<file path="src/rtl/mcyc_ctrl_pkg.sv">
package mcyc_ctrl_pkg;

   localparam int NUM_STATES = 10;
   localparam int CTRL_W     = 16;

   localparam int ST_FETCH = 0;
   localparam int ST_DECODE = 1;
   localparam int ST_ADDR  = 2;
   localparam int ST_MRD   = 3;
   localparam int ST_LDWB  = 4;
   localparam int ST_MWR   = 5;
   localparam int ST_EXEC  = 6;
   localparam int ST_ALUWB = 7;
   localparam int ST_BEQ   = 8;
   localparam int ST_JMP   = 9;

   typedef struct packed {
      logic       pc_wr;
      logic       pc_wr_cond;
      logic       mem_addr_sel;
      logic       mem_rd;
      logic       mem_wr;
      logic       ir_wr;
      logic       rf_wb_sel;
      logic [1:0] pc_src_sel;
      logic [1:0] alu_op;
      logic [1:0] alu_b_sel;
      logic       alu_a_sel;
      logic       rf_wr;
      logic       rf_dst_sel;
   } ctrl_t;

   typedef struct packed {
      logic ld;
      logic st;
      logic rr;
      logic beq;
      logic jmp;
   } op_cls_t;

   // Control word asserted in one step; everything else stays low.
   function automatic ctrl_t ctrl_of(input int s);
      ctrl_t c;
      c = '0;
      case (s)
         ST_FETCH: begin
            c.pc_wr = 1'b1; c.mem_rd = 1'b1; c.ir_wr = 1'b1; c.alu_b_sel = 2'b01;
         end
         ST_DECODE: c.alu_b_sel = 2'b11;
         ST_ADDR: begin
            c.alu_a_sel = 1'b1; c.alu_b_sel = 2'b10;
         end
         ST_MRD: begin
            c.mem_rd = 1'b1; c.mem_addr_sel = 1'b1;
         end
         ST_LDWB: begin
            c.rf_wr = 1'b1; c.rf_wb_sel = 1'b1;
         end
         ST_MWR: begin
            c.mem_wr = 1'b1; c.mem_addr_sel = 1'b1;
         end
         ST_EXEC: begin
            c.alu_a_sel = 1'b1; c.alu_op = 2'b10;
         end
         ST_ALUWB: begin
            c.rf_wr = 1'b1; c.rf_dst_sel = 1'b1;
         end
         ST_BEQ: begin
            c.alu_a_sel = 1'b1; c.alu_op = 2'b01; c.pc_wr_cond = 1'b1; c.pc_src_sel = 2'b01;
         end
         ST_JMP: begin
            c.pc_wr = 1'b1; c.pc_src_sel = 2'b10;
         end
         default: c = '0;
      endcase
      return c;
   endfunction

   // Set of steps whose code has bit b set.
   function automatic logic [NUM_STATES-1:0] code_bit_mask(input int b);
      logic [NUM_STATES-1:0] m;
      m = '0;
      for (int k = 0; k < NUM_STATES; k++) m[k] = ((k >> b) & 1) == 1;
      return m;
   endfunction

   // Set of steps in which control bit b is asserted.
   function automatic logic [NUM_STATES-1:0] ctrl_bit_mask(input int b);
      logic [NUM_STATES-1:0] m;
      logic [CTRL_W-1:0]     w;
      m = '0;
      for (int k = 0; k < NUM_STATES; k++) begin
         w    = ctrl_of(k);
         m[k] = w[b];
      end
      return m;
   endfunction

endpackage

</file>
<file path="src/rtl/mcyc_op_class.sv">
module mcyc_op_class
   import mcyc_ctrl_pkg::*;
#(
   parameter int              OP_W    = 6,
   parameter logic [OP_W-1:0] OP_LOAD = OP_W'(6'b100011),
   parameter logic [OP_W-1:0] OP_STORE = OP_W'(6'b101011),
   parameter logic [OP_W-1:0] OP_RREG = OP_W'(6'b000000),
   parameter logic [OP_W-1:0] OP_BEQ  = OP_W'(6'b000100),
   parameter logic [OP_W-1:0] OP_JUMP = OP_W'(6'b000010)
) (
   input  logic [OP_W-1:0] opcode,
   output op_cls_t         cls
);
   always_comb begin
      cls.ld  = (opcode == OP_LOAD);
      cls.st  = (opcode == OP_STORE);
      cls.rr  = (opcode == OP_RREG);
      cls.beq = (opcode == OP_BEQ);
      cls.jmp = (opcode == OP_JUMP);
   end
endmodule

</file>
<file path="src/rtl/mcyc_next_state.sv">
module mcyc_next_state
   import mcyc_ctrl_pkg::*;
#(
   parameter int STATE_W  = 4,
   parameter int NS_STYLE = 0   // 0: per-bit OR of terms, 1: case decode
) (
   input  logic [STATE_W-1:0] state,
   input  op_cls_t            cls,
   output logic [STATE_W-1:0] nxt
);
   generate
      if (NS_STYLE == 0) begin : g_sop
         logic [NUM_STATES-1:0] hit;
         logic [NUM_STATES-1:0] tgt;

         for (genvar k = 0; k < NUM_STATES; k++) begin : g_hit
            assign hit[k] = (state == STATE_W'(k));
         end

         // tgt[k] is high when step k is the next step; step 0 is the fallback.
         assign tgt[ST_FETCH]  = 1'b0;
         assign tgt[ST_DECODE] = hit[ST_FETCH];
         assign tgt[ST_ADDR]   = hit[ST_DECODE] & (cls.ld | cls.st);
         assign tgt[ST_MRD]    = hit[ST_ADDR] & cls.ld;
         assign tgt[ST_LDWB]   = hit[ST_MRD];
         assign tgt[ST_MWR]    = hit[ST_ADDR] & cls.st;
         assign tgt[ST_EXEC]   = hit[ST_DECODE] & cls.rr;
         assign tgt[ST_ALUWB]  = hit[ST_EXEC];
         assign tgt[ST_BEQ]    = hit[ST_DECODE] & cls.beq;
         assign tgt[ST_JMP]    = hit[ST_DECODE] & cls.jmp;

         for (genvar j = 0; j < STATE_W; j++) begin : g_bit
            localparam logic [NUM_STATES-1:0] TERMS = code_bit_mask(j);
            assign nxt[j] = |(tgt & TERMS);
         end
      end else begin : g_case
         always_comb begin
            nxt = STATE_W'(ST_FETCH);
            case (int'(state))
               ST_FETCH:  nxt = STATE_W'(ST_DECODE);
               ST_DECODE: begin
                  if (cls.ld || cls.st) nxt = STATE_W'(ST_ADDR);
                  else if (cls.rr)      nxt = STATE_W'(ST_EXEC);
                  else if (cls.beq)     nxt = STATE_W'(ST_BEQ);
                  else if (cls.jmp)     nxt = STATE_W'(ST_JMP);
               end
               ST_ADDR: begin
                  if (cls.ld)      nxt = STATE_W'(ST_MRD);
                  else if (cls.st) nxt = STATE_W'(ST_MWR);
               end
               ST_MRD:  nxt = STATE_W'(ST_LDWB);
               ST_EXEC: nxt = STATE_W'(ST_ALUWB);
               default: nxt = STATE_W'(ST_FETCH);
            endcase
         end
      end
   endgenerate
endmodule

</file>
<file path="src/rtl/mcyc_out_decode.sv">
module mcyc_out_decode
   import mcyc_ctrl_pkg::*;
#(
   parameter int STATE_W   = 4,
   parameter int OUT_STYLE = 0   // 0: per-signal OR of step terms, 1: table lookup
) (
   input  logic [STATE_W-1:0] state,
   output ctrl_t              ctrl
);
   generate
      if (OUT_STYLE == 0) begin : g_sop
         logic [NUM_STATES-1:0] hit;
         logic [CTRL_W-1:0]     bits;

         for (genvar k = 0; k < NUM_STATES; k++) begin : g_hit
            assign hit[k] = (state == STATE_W'(k));
         end
         for (genvar b = 0; b < CTRL_W; b++) begin : g_sig
            localparam logic [NUM_STATES-1:0] ON = ctrl_bit_mask(b);
            assign bits[b] = |(hit & ON);
         end
         assign ctrl = ctrl_t'(bits);
      end else begin : g_tab
         always_comb ctrl = ctrl_of(int'(state));
      end
   endgenerate
endmodule

</file>
<file path="src/rtl/mcyc_ctrl_fsm.sv">
module mcyc_ctrl_fsm
   import mcyc_ctrl_pkg::*;
#(
   parameter int              STATE_W   = 4,
   parameter int              OP_W      = 6,
   parameter int              NS_STYLE  = 0,
   parameter int              OUT_STYLE = 0,
   parameter logic [OP_W-1:0] OP_LOAD   = OP_W'(6'b100011),
   parameter logic [OP_W-1:0] OP_STORE  = OP_W'(6'b101011),
   parameter logic [OP_W-1:0] OP_RREG   = OP_W'(6'b000000),
   parameter logic [OP_W-1:0] OP_BEQ    = OP_W'(6'b000100),
   parameter logic [OP_W-1:0] OP_JUMP   = OP_W'(6'b000010)
) (
   input  logic               clk,
   input  logic               rst_n,
   input  logic [OP_W-1:0]    opcode,
   output logic [STATE_W-1:0] cur_state,
   output logic               pc_wr,
   output logic               pc_wr_cond,
   output logic               mem_addr_sel,
   output logic               mem_rd,
   output logic               mem_wr,
   output logic               ir_wr,
   output logic               rf_wb_sel,
   output logic [1:0]         pc_src_sel,
   output logic [1:0]         alu_op,
   output logic [1:0]         alu_b_sel,
   output logic               alu_a_sel,
   output logic               rf_wr,
   output logic               rf_dst_sel
);
   localparam int MIN_STATE_W = $clog2(NUM_STATES);

   generate
      if (STATE_W < MIN_STATE_W) begin : g_bad_sw
         $error("STATE_W too narrow for the step codes");
      end
      if (OP_W < 1) begin : g_bad_ow
         $error("OP_W must be at least 1");
      end
      if (NS_STYLE != 0 && NS_STYLE != 1) begin : g_bad_ns
         $error("NS_STYLE must be 0 or 1");
      end
      if (OUT_STYLE != 0 && OUT_STYLE != 1) begin : g_bad_os
         $error("OUT_STYLE must be 0 or 1");
      end
      if (OP_LOAD == OP_STORE || OP_LOAD == OP_RREG || OP_LOAD == OP_BEQ ||
          OP_LOAD == OP_JUMP  || OP_STORE == OP_RREG || OP_STORE == OP_BEQ ||
          OP_STORE == OP_JUMP || OP_RREG == OP_BEQ || OP_RREG == OP_JUMP ||
          OP_BEQ == OP_JUMP) begin : g_bad_op
         $error("class opcodes must be distinct");
      end
   endgenerate

   logic [STATE_W-1:0] state_q;
   logic [STATE_W-1:0] state_d;
   op_cls_t            cls;
   ctrl_t              ctrl;

   mcyc_op_class #(
      .OP_W(OP_W), .OP_LOAD(OP_LOAD), .OP_STORE(OP_STORE),
      .OP_RREG(OP_RREG), .OP_BEQ(OP_BEQ), .OP_JUMP(OP_JUMP)
   ) u_cls (
      .opcode(opcode),
      .cls   (cls)
   );

   mcyc_next_state #(.STATE_W(STATE_W), .NS_STYLE(NS_STYLE)) u_ns (
      .state(state_q),
      .cls  (cls),
      .nxt  (state_d)
   );

   mcyc_out_decode #(.STATE_W(STATE_W), .OUT_STYLE(OUT_STYLE)) u_dec (
      .state(state_q),
      .ctrl (ctrl)
   );

   always_ff @(posedge clk or negedge rst_n) begin
      if (!rst_n) state_q <= STATE_W'(ST_FETCH);
      else        state_q <= state_d;
   end

   assign cur_state    = state_q;
   assign pc_wr        = ctrl.pc_wr;
   assign pc_wr_cond   = ctrl.pc_wr_cond;
   assign mem_addr_sel = ctrl.mem_addr_sel;
   assign mem_rd       = ctrl.mem_rd;
   assign mem_wr       = ctrl.mem_wr;
   assign ir_wr        = ctrl.ir_wr;
   assign rf_wb_sel    = ctrl.rf_wb_sel;
   assign pc_src_sel   = ctrl.pc_src_sel;
   assign alu_op       = ctrl.alu_op;
   assign alu_b_sel    = ctrl.alu_b_sel;
   assign alu_a_sel    = ctrl.alu_a_sel;
   assign rf_wr        = ctrl.rf_wr;
   assign rf_dst_sel   = ctrl.rf_dst_sel;
endmodule

</file>
<file path="config.mk">
export PLATFORM = sky130hd
export DESIGN_NAME = mcyc_ctrl_fsm
export DESIGN_NICKNAME = d
export VERILOG_FILES = /design/src/rtl/mcyc_ctrl_pkg.sv /design/src/rtl/mcyc_op_class.sv /design/src/rtl/mcyc_next_state.sv /design/src/rtl/mcyc_out_decode.sv /design/src/rtl/mcyc_ctrl_fsm.sv
export SDC_FILE = /design/constraint.sdc
export NUM_CORES = 1
export LEC_CHECK = 0
export BUFFER_PORTS_ARGS = -buffer_cell sky130_fd_sc_hd__clkbuf_2
export CAP_MARGIN = 20
export CORE_AREA = 2 2 39 41
export CTS_CLUSTER_SIZE = 10
export DETAILED_ROUTE_END_ITERATION = 16
export DIE_AREA = 0 0 41 43
export HOLD_SLACK_MARGIN = 0.15
export PLACE_DENSITY = 0.64
export SLEW_MARGIN = 15
export SYNTH_ARGS = -nofsm -noshare
export SYNTH_HDL_FRONTEND = slang
export SYNTH_SLANG_ARGS = --single-unit
</file>
<file path="constraint.sdc">
create_clock -name clk -period 1.5 [get_ports clk]
set_input_delay 0 -clock clk [delete_from_list [all_inputs] [get_ports clk]]
set_output_delay 0 -clock clk [all_outputs]
set_load 0.02 [all_outputs]
</file>
## Word level (Yosys, flattened, before mapping)

Cells that the tools add are included.

| cells by class | value |
|---|---|
| equality and inequality tests | 13 |
| reductions and logical operators | 13 |
| bitwise logic cells | 7 |

Operators with widths:

| cell | number |
|---|---|
| 4-bit by 3-bit == test with 1-bit output, second input constant | 4 |
| 2-bit OR reduction | 7 |
| 6-bit == test, second input constant | 2 |
| 4-bit by 2-bit == test with 1-bit output, second input constant | 2 |
| 4-bit == test, second input constant | 2 |
| 4-bit OR reduction | 2 |
| 1-bit bitwise AND | 6 |
| 6-bit by 2-bit == test with 1-bit output, second input constant | 1 |
| 6-bit by 3-bit == test with 1-bit output, second input constant | 1 |
| 6-bit zero test | 1 |
| 5-bit OR reduction | 1 |
| 4-bit by 1-bit == test with 1-bit output, second input constant | 1 |
| 4-bit zero test | 1 |
| 3-bit OR reduction | 1 |
| 1-bit OR | 1 |

| storage, ports and cells | value |
|---|---|
| flip-flop bits (word level) | 4 |
| word-level logic and storage cells | 34 |
| input port bits | 8 |
| output and inout port bits | 20 |

## Depth between registers and ports, before layout

Gate-level depths: netlist of the first run.

| logic depth | value |
|---|---|
| depth after elaboration | 4 |
| depth in mapped cells | 4 |
| gate-level depth less buffers | 3 |

## Cells and area by module

A second synthesis of the first run with hierarchy kept.

| second synthesis, totals | value |
|---|---|
| cell total of the unflattened synthesis | 53 |
| area, all modules | 470.5 um2 |

By module, submodules not included:

| module | seq. area each (um2) | area an instance (um2) | cells each | instances |
|---|---|---|---|---|
| mcyc_out_decode | 0.0 | 215.2 | 26 | 1 |
| mcyc_ctrl_fsm | 100.1 | 100.1 | 4 | 1 |
| mcyc_next_state | 0.0 | 93.8 | 14 | 1 |
| mcyc_op_class | 0.0 | 61.3 | 9 | 1 |

## Worst setup path before layout of the first run

Ideal clock, no wire load.

| path | value |
|---|---|
| kind | register -> output |
| start | register state_q[2], in the netlist cur_state[2] |
| end | output alu_op[0] |
| cell stages (with the launch flop) | 4 |
| arrival time | 1550 ps |
| path buffers | 1 |
| slack | -50 ps |
| data required time | 1500 ps |
| cells stage by stage | dfrtp_1 -> nand2b_1 -> nor3_1 -> buf_4 |

| on the way | value |
|---|---|
| word-level cells in the longest chain between the ends | 1 |

Ends and longest elaborated chain:

| what | RTL line | text |
|---|---|---|
| start, declared | mcyc_ctrl_fsm.sv:55 | `logic [STATE_W-1:0] state_q;` |
| start signal, assigned | mcyc_ctrl_fsm.sv:80 | `if (!rst_n) state_q <= STATE_W'(ST_FETCH);` |
| start signal, assigned | mcyc_ctrl_fsm.sv:81 | `else state_q <= state_d;` |
| 4-bit == test | mcyc_out_decode.sv:16 | `assign hit[k] = (state == STATE_W'(k));` |
| end, declared | mcyc_ctrl_fsm.sv:26 | `output logic [1:0] alu_op,` |

No other way between the ends.

## Worst setup path in the final report of the first run

| path | value |
|---|---|
| start | register state_q[2], in the netlist cur_state[2] |
| end | output pc_wr |

| on the way | value |
|---|---|
| word-level cells in the longest chain between the ends | 2 |
| elaborated cells on any way between the ends | 3 |
| those cells by class | eq/ne: 1; reduce/logical: 2 |

Ends and longest elaborated chain:

| what | RTL line | text |
|---|---|---|
| 4-bit == test / 4-bit zero test (equally long branches) | mcyc_out_decode.sv:16 |  |
| 2-bit OR reduction * | mcyc_out_decode.sv:20 | `assign bits[b] = \|(hit & ON);` |
| end, declared | mcyc_ctrl_fsm.sv:18 | `output logic pc_wr,` |

Mark *: on every way between the ends. The rest lies on a longest branch, timed or not.

==> key figures, run 1 <==
STA
  • Worst slew pin tran: 332.4 ps
  • Tmin final: 1391 ps
  • Final setup vio count: 0
  • RSZ-0062 raised after global routing: false
  • Clock skew: 3.029 ps
  • Achievable frequency: 0.7189 GHz
  • Slew HR: 77.67%
  • Final period utilization: 92.74%
  • Final worst slack: 109.0 ps
  • Final hold violations: 0
  • Setup TNS: 0 ps
  • Slew Viols, Final: 0

GRT
  • Initial antenna violation count: 0
  • All-Layer GR Usage: 15.59%
  • Largest net degree at the start of global routing: 14
  • Grt ovf: 0
  • Vias in the first global route: 470
  • First-pass GRT wire length: 1.876 mm

Placed design
  • Cells after DPL: 89
  • HPWL Detailed: 790.8 um
  • Worst slack at placement: 230.5 ps
  • Buffers added on ports: 27
  • RD Place Congestion: 0.7639

Layout
  • Layout cell share with drive strength beyond 1: 50.59%
  • FF+latch area: 105.1 um2
  • Area grow syn2layout: 64.62%
  • Final cell count without fillers: 101
  • Largest register FFs: 4
  • Area of the multi-input gates: 285.3 um2
  • Ant diodes: 0
  • Layout Nets: 95
  • Fill count: 128

Power and ir drop
  • Pleak: 0.3110 nW
  • Comb power frac: 54.7%
  • Sequential share of power: 26.5%
  • P_int: 0.0003742 W
  • Total power draw: 0.0007003 W
  • Peak VDD IR: 0.8175 mV
  • Clock share of power: 18.8%
  • NetSw: 0.0003261 W
  • P per Cell Area: 1046 nW/um2
  • Sw Ratio: 46.57%

Drt
  • Iter 0 DRT Violations: 10
  • Wire per inst: 12.07 um
  • Via Count: 487
  • Routed vias/inst: 4.822
  • 1st-pass router iterations: 4
  • Post-route antenna net violation count: 0
  • Residual DRC: 0
  • Final WL: 1.219 mm

Floorplan
  • Initial core utilization: 29.39%
  • Floorplan core area: 1384 um2
  • Die height: 43 um
  • Die area: 1763 um2
  • # IOs: 28
  • Num rows: 14
  • Die W: 41 um

Yosys
  • Xor/xnor share of the synthesized area: 2.154%
  • Top post-synthesis cells by area: dfrtp_1 (25%), nand2b_1 (9.2%), buf_4 (5.5%)
  • Leading area contributor after synthesis: dfrtp_1
  • Syn Inst Count: 49
  • Flops & latches, synth: 4
  • Simple-Gate Fraction of Synth Area: 47.69%
  • Yosys warns: 0
  • Mean Syn Cell Area: 8.299 um2
  • Compound-Gate Fraction of Synth Area: 17.85%
  • Post-synthesis adder-cell area fraction: 0%
  • Syn_nets: 57
  • Sequential cell area fraction in the yosys report: 24.62%
  • Share of the synthesized area in the top cell type: 24.62%
  • Post-synthesis cell type count: 25
  • Mux share of post-synthesis cell area: 0%
  • Syn Std Cell Area: 406.6 um2
  • Largest family of logic cells by synthesized area: simple AND/OR/NAND/NOR gates

Clock tree
  • Clk buf depth: 2
  • CTS Buf Count: 3
  • H-tree levels: 1
  • TritonCTS clock tree: yes
  • Num Clock Sinks: 4
  • Root buffer cell: clkbuf_4
  • Latest clock arrival within the worst-skew pair: 230 ps
  • Setup Buffers After CTS: 0
  • Reg clk slew, reported paths: 40 ps

Worst hold path
  • Hold/Removal Path Class: reg2reg

Worst setup path
  • Crit Path Max Fanout: 9
  • Worst r2r src: cur_state[2]
  • End of the critical path: pc_wr
  • Crit path from: cur_state[2]
  • CP arrival: 1390 ps
  • Worst path required time: 1500 ps
  • Worst reg2reg path depth: 3
  • FF-to-FF setup slack: 250 ps
  • Kind of critical path: reg2out
  • Crit start category: flip-flop
  • R2r endpoint: cur_state[0]
  • Crit end category: output pin

Status
  • Outcome: complete, no violations

Flow run
  • Max-Cap Viols: 0
==> per-layer routing <==
metal / global-route usage, % / vias up / wire, um
met5: 0 / - / 0
met1: 19.09 / 212 / 509
li1: - / 247 / -
met2: 23.75 / 26 / 599
met4: 7.333 / 0 / 23
met3: 4.712 / 2 / 86
==> power by group through the flow <==
stage               Sequential, W  Clock, W  Combinational (W)
floorplan                0.000162         0           0.000270
global placement         0.000181         0           0.000361
detailed placement       0.000184         0           0.000361
CTS                      0.000182  0.000136           0.000381
global route             0.000196  0.000142           0.000424
finish                   0.000186  0.000132           0.000383
==> cells in the mapped netlist (all sizes together) <==
library cell and number:
nand2b 6, nor2 5, nor3 5, buf 4, dfrtp 4, a21oi 3, nand2 3, nor3b 3
or2 3, a22oi 1, a41oi 1, and2b 1, and4 1, and4b 1, and4bb 1, inv 1
nand3 1, o21a 1, o21ai 1, o221ai 1, o22ai 1, xnor2 1
==> critical path, stage by stage (launching register included) <==
cell      delay [ps]
dfrtp_2          460
or2_4            300
nor3_2           120
or2_1            120
clkbuf_2         160
==> kinds of logic (layout without fill, tap and decap cells) <==
| family | Yosys count | count (layout) |
|---|---|---|
| xor+xnor | 1 | 1 |
| compound gates | 9 | 9 |
| simple gates | 30 | 30 |
| flops | 4 | 4 |
| buf+inv | 5 | 41 |
==> cell usage in the layout (no fill, tap or decap), drive strengths merged <==
cell         instances
clkbuf              30
dlygate4sd3          9
nand2b               6
nor2                 5
nor3                 5
dfrtp                4
nor3b                3
a21oi                3
nand2                3
or2                  3
and4bb               1
inv                  1
and4                 1
and2b                1
xnor2                1
nand3                1
and4b                1
a22oi                1
o22ai                1
o21a                 1
a41oi                1
o21ai                1
o221ai               1
buf                  1
==> how the worst min path moves through the flow <==
stage            startpoint           end  slack (ps)  depth (start not counted)
2_1_floorplan         rst_n  cur_state[0]        -300                          0
3_3_place_gp          rst_n  cur_state[1]        -190                          1
3_5_place_dp          rst_n  cur_state[1]        -190                          1
4_1_cts           opcode[1]  cur_state[3]         620                          4
5_1_grt           opcode[3]  cur_state[2]         680                          4
6_report       cur_state[0]  cur_state[0]         640                          1
==> stage by stage <==
| stage | utilization, % | hold WS, ps | area (um2) |
|---|---|---|---|
| 6_report | 48.37 | 644.2 | 669.4 |
| 2_1_floorplan | - | -295.6 | 416.7 |
| 5_1_grt | 48.37 | 684.0 | 669.4 |
| 3_3_place_gp | 39.87 | -187.6 | 551.8 |
| 3_5_place_dp | 39.87 | -188.2 | 551.8 |
| 4_1_cts | 48.01 | 617.8 | 664.4 |
==> final cells by class <==
type | count | area share (%)
Timing Repair Buffer | 37 | 34.77
Tap cell | 16 | 2.991
Multi-Input combinational cell | 40 | 42.62
Inverter | 1 | 0.5607
Sequential cell | 4 | 15.70
Clock buffer | 3 | 3.364
==> repair_timing <==
| item | 4_1_cts | 5_1_grt |
|---|---|---|
| hold buffers | 9 | 0 |
| endpoints found under the hold margin | 8 | 0 |
| endpoints found under the setup margin | 0 | 4 |
| resized for setup | 0 | 4 |
Power figures use the tool's default switching activity.
==> run 2: changes to the inputs <==
--- a/config.mk
+++ b/config.mk
@@ -13,6 +13,7 @@
 export DIE_AREA = 0 0 41 43
 export HOLD_SLACK_MARGIN = 0.15
 export PLACE_DENSITY = 0.64
+export REMOVE_ABC_BUFFERS = 1
 export SLEW_MARGIN = 15
 export SYNTH_ARGS = -nofsm -noshare
 export SYNTH_HDL_FRONTEND = slang
==> key figures, run 2 (same netlist as run 1, synthesis figures left out) <==
Floorplan
  • Die height: 43 um (unchanged)
  • # IOs: 28 (unchanged)
  • Die W: 41 um (unchanged)
  • Num rows: 14 (unchanged)
  • Floorplan core area: 1384 um2 (unchanged)
  • Initial core utilization: 29.39% (unchanged)
  • Die area: 1763 um2 (unchanged)

Layout
  • Fill count: 148 (+16%)
  • Area of the multi-input gates: 285.3 um2 (unchanged)
  • Final cell count without fillers: 101 (unchanged)
  • Ant diodes: 0 (unchanged)
  • Layout Nets: 95 (unchanged)
  • Area grow syn2layout: 64.31%
  • Layout cell share with drive strength beyond 1: 49.41% (-1.2 points)
  • FF+latch area: 103.9 um2 (-1.2%)
  • Commonest non-fill, non-tap cells in the layout: clkbuf_2 (26), dlygate4sd3_1 (9), nand2b_1 (6)
  • Commonest non-fill, non-tap cell in the layout: clkbuf_2
  • Largest register FFs: 4 (unchanged)
  • Final Cell Area: 668.1 um2 (-0.19%)

Clock tree
  • TritonCTS clock tree: yes
  • H-tree levels: 1 (unchanged)
  • Root buffer cell: clkbuf_4
  • Latest clock arrival within the worst-skew pair: 250 ps (+20 ps)
  • Reg clk slew, reported paths: 40 ps (about the same)
  • CTS Buf Count: 3 (unchanged)
  • Num Clock Sinks: 4 (unchanged)
  • Clk buf depth: 2 (unchanged)

Power and ir drop
  • P per Cell Area: 1078 nW/um2 (+3.1%)
  • Peak VDD IR: 0.4565 mV (-44%)
  • Pleak: 0.3112 nW (about the same)

STA
  • Slew Viols, Final: 0 (unchanged)
  • Clock skew: 9.108 ps (+6.079 ps)
  • RSZ-0062 raised after global routing: true
  • Final period utilization: 94.08% (+1.3 points)
  • Final worst slack: 88.86 ps (-20.11 ps)
  • Achievable frequency: 0.7086 GHz (-1.4%)
  • Fin Hold WS: 619.9 ps (-24.30 ps)
  • Worst slew pin tran: 319.5 ps (-12.81 ps)
  • Slew HR: 78.58% (+0.91 points)
  • Tmin final: 1411 ps (+20.11 ps)
  • Final setup vio count: 0 (unchanged)
  • Final hold violations: 0 (unchanged)
  • Setup TNS: 0 ps (unchanged)

GRT
  • Largest net degree at the start of global routing: 16 (+2)
  • Vias in the first global route: 432 (-8.1%)
  • All-Layer GR Usage: 14.62% (-0.98 points)
  • First-pass GRT wire length: 1.704 mm (-9.2%)
  • Grt ovf: 0 (unchanged)
  • Initial antenna violation count: 0 (unchanged)

Drt
  • Top routing layer in use: met4
  • Wire per inst: 11.16 um (-7.5%)
  • M1 wire length: 469 um (-7.9%)
  • Routed length on met2: 538 um (-10%)
  • Via Count: 496 (+1.8%)
  • 1st-pass router iterations: 4 (unchanged)
  • Met3 Wirelength: 89 um (+3.5%)
  • Iter 0 DRT Violations: 4 (-6)
  • Routed vias/inst: 4.911 (+1.8%)
  • Final WL: 1.127 mm (-7.5%)
  • Post-route antenna net violation count: 0 (unchanged)
  • Residual DRC: 0 (unchanged)

Placed design
  • RD Place Congestion: 0.7800 (+2.1%)
  • Worst slack at placement: 202.4 ps (-28.19 ps)
  • HPWL Detailed: 792.9 um (+0.27%)
  • Buffers added on ports: 27 (unchanged)
  • Cells after DPL: 89 (unchanged)
  • Placed cell area: 541.8 um2 (-1.8%)

Worst setup path
  • Crit start category: flip-flop
  • Crit Path Max Fanout: 15 (+6)
  • Worst path required time: 1500 ps (about the same)
  • Crit end category: output pin
  • CP arrival: 1410 ps (+20 ps)
  • Worst reg2reg path depth: 3 (unchanged)
  • Kind of critical path: reg2out

Worst hold path
  • Hold/Removal Path Class: in2reg
  • Hold path cells: 4 (+3)

Flow run
  • Max-Cap Viols: 0 (unchanged)

Status
  • Outcome: complete, no violations
## run 2: cell types whose count changed in the layout (fill, tap and decap cells not counted), sizes merged
cell	before	now
clkbuf	30	29
buf	1	2
## run 2: final cells by class
type	count	share of cell area, %
Tap cell	16	2.996
Timing Repair Buffer	37	34.83
Inverter	1	0.5618
Clock buffer	3	3.371
Sequential cell	4	15.54
Multi-Input combinational cell	40	42.70
## run 2: final timing paths
kind                              start            to  slack, ps
setup / recovery           cur_state[1]         pc_wr         90
hold / removal                opcode[3]  cur_state[2]        620
setup reg to reg           cur_state[2]  cur_state[0]        280
hold reg to reg            cur_state[0]  cur_state[0]        640
max in group asynchronous         rst_n  cur_state[3]        650
min in group asynchronous         rst_n  cur_state[1]        660
## run 2: layer usage
metal	track usage, %	vias up
met5	0	-
met4	12.00	0
met3	1.571	3
met2	24.06	27
met1	15.31	220
li1	-	246
## run 2: power breakdown
part | internal (W) | total (W) | switching (W)
clock network | 0.0000900 | 0.000142 | 0.0000520
registers | 0.000125 | 0.000167 | 0.0000414
logic | 0.000172 | 0.000412 | 0.000240
## run 2: what timing repair did
action                                  in CTS  in global routing
pin swaps                                    0                  0
endpoints found under the hold margin        8                  0
endpoints found under the setup margin       2                  6
setup buffers                                0                  0
resized for setup                            1                  5
hold buffers                                 9                  0
## run 2: critical path, stage by stage (launching register included)
cell and delay (ps):
dfrtp_2 520, nand2b_1 220, nor2_1 70, or2_1 200, buf_2 150
## run 2: per-stage QoR
| stage | util, % | power [W] |
|---|---|---|
| floorplan | - | 0.0004128 |
| global placement | 39.15 | 0.0005558 |
| detailed placement | 39.15 | 0.0005613 |
| CTS | 47.38 | 0.0007222 |
| global route | 48.28 | 0.0007688 |
| finish | 48.28 | 0.0007206 |
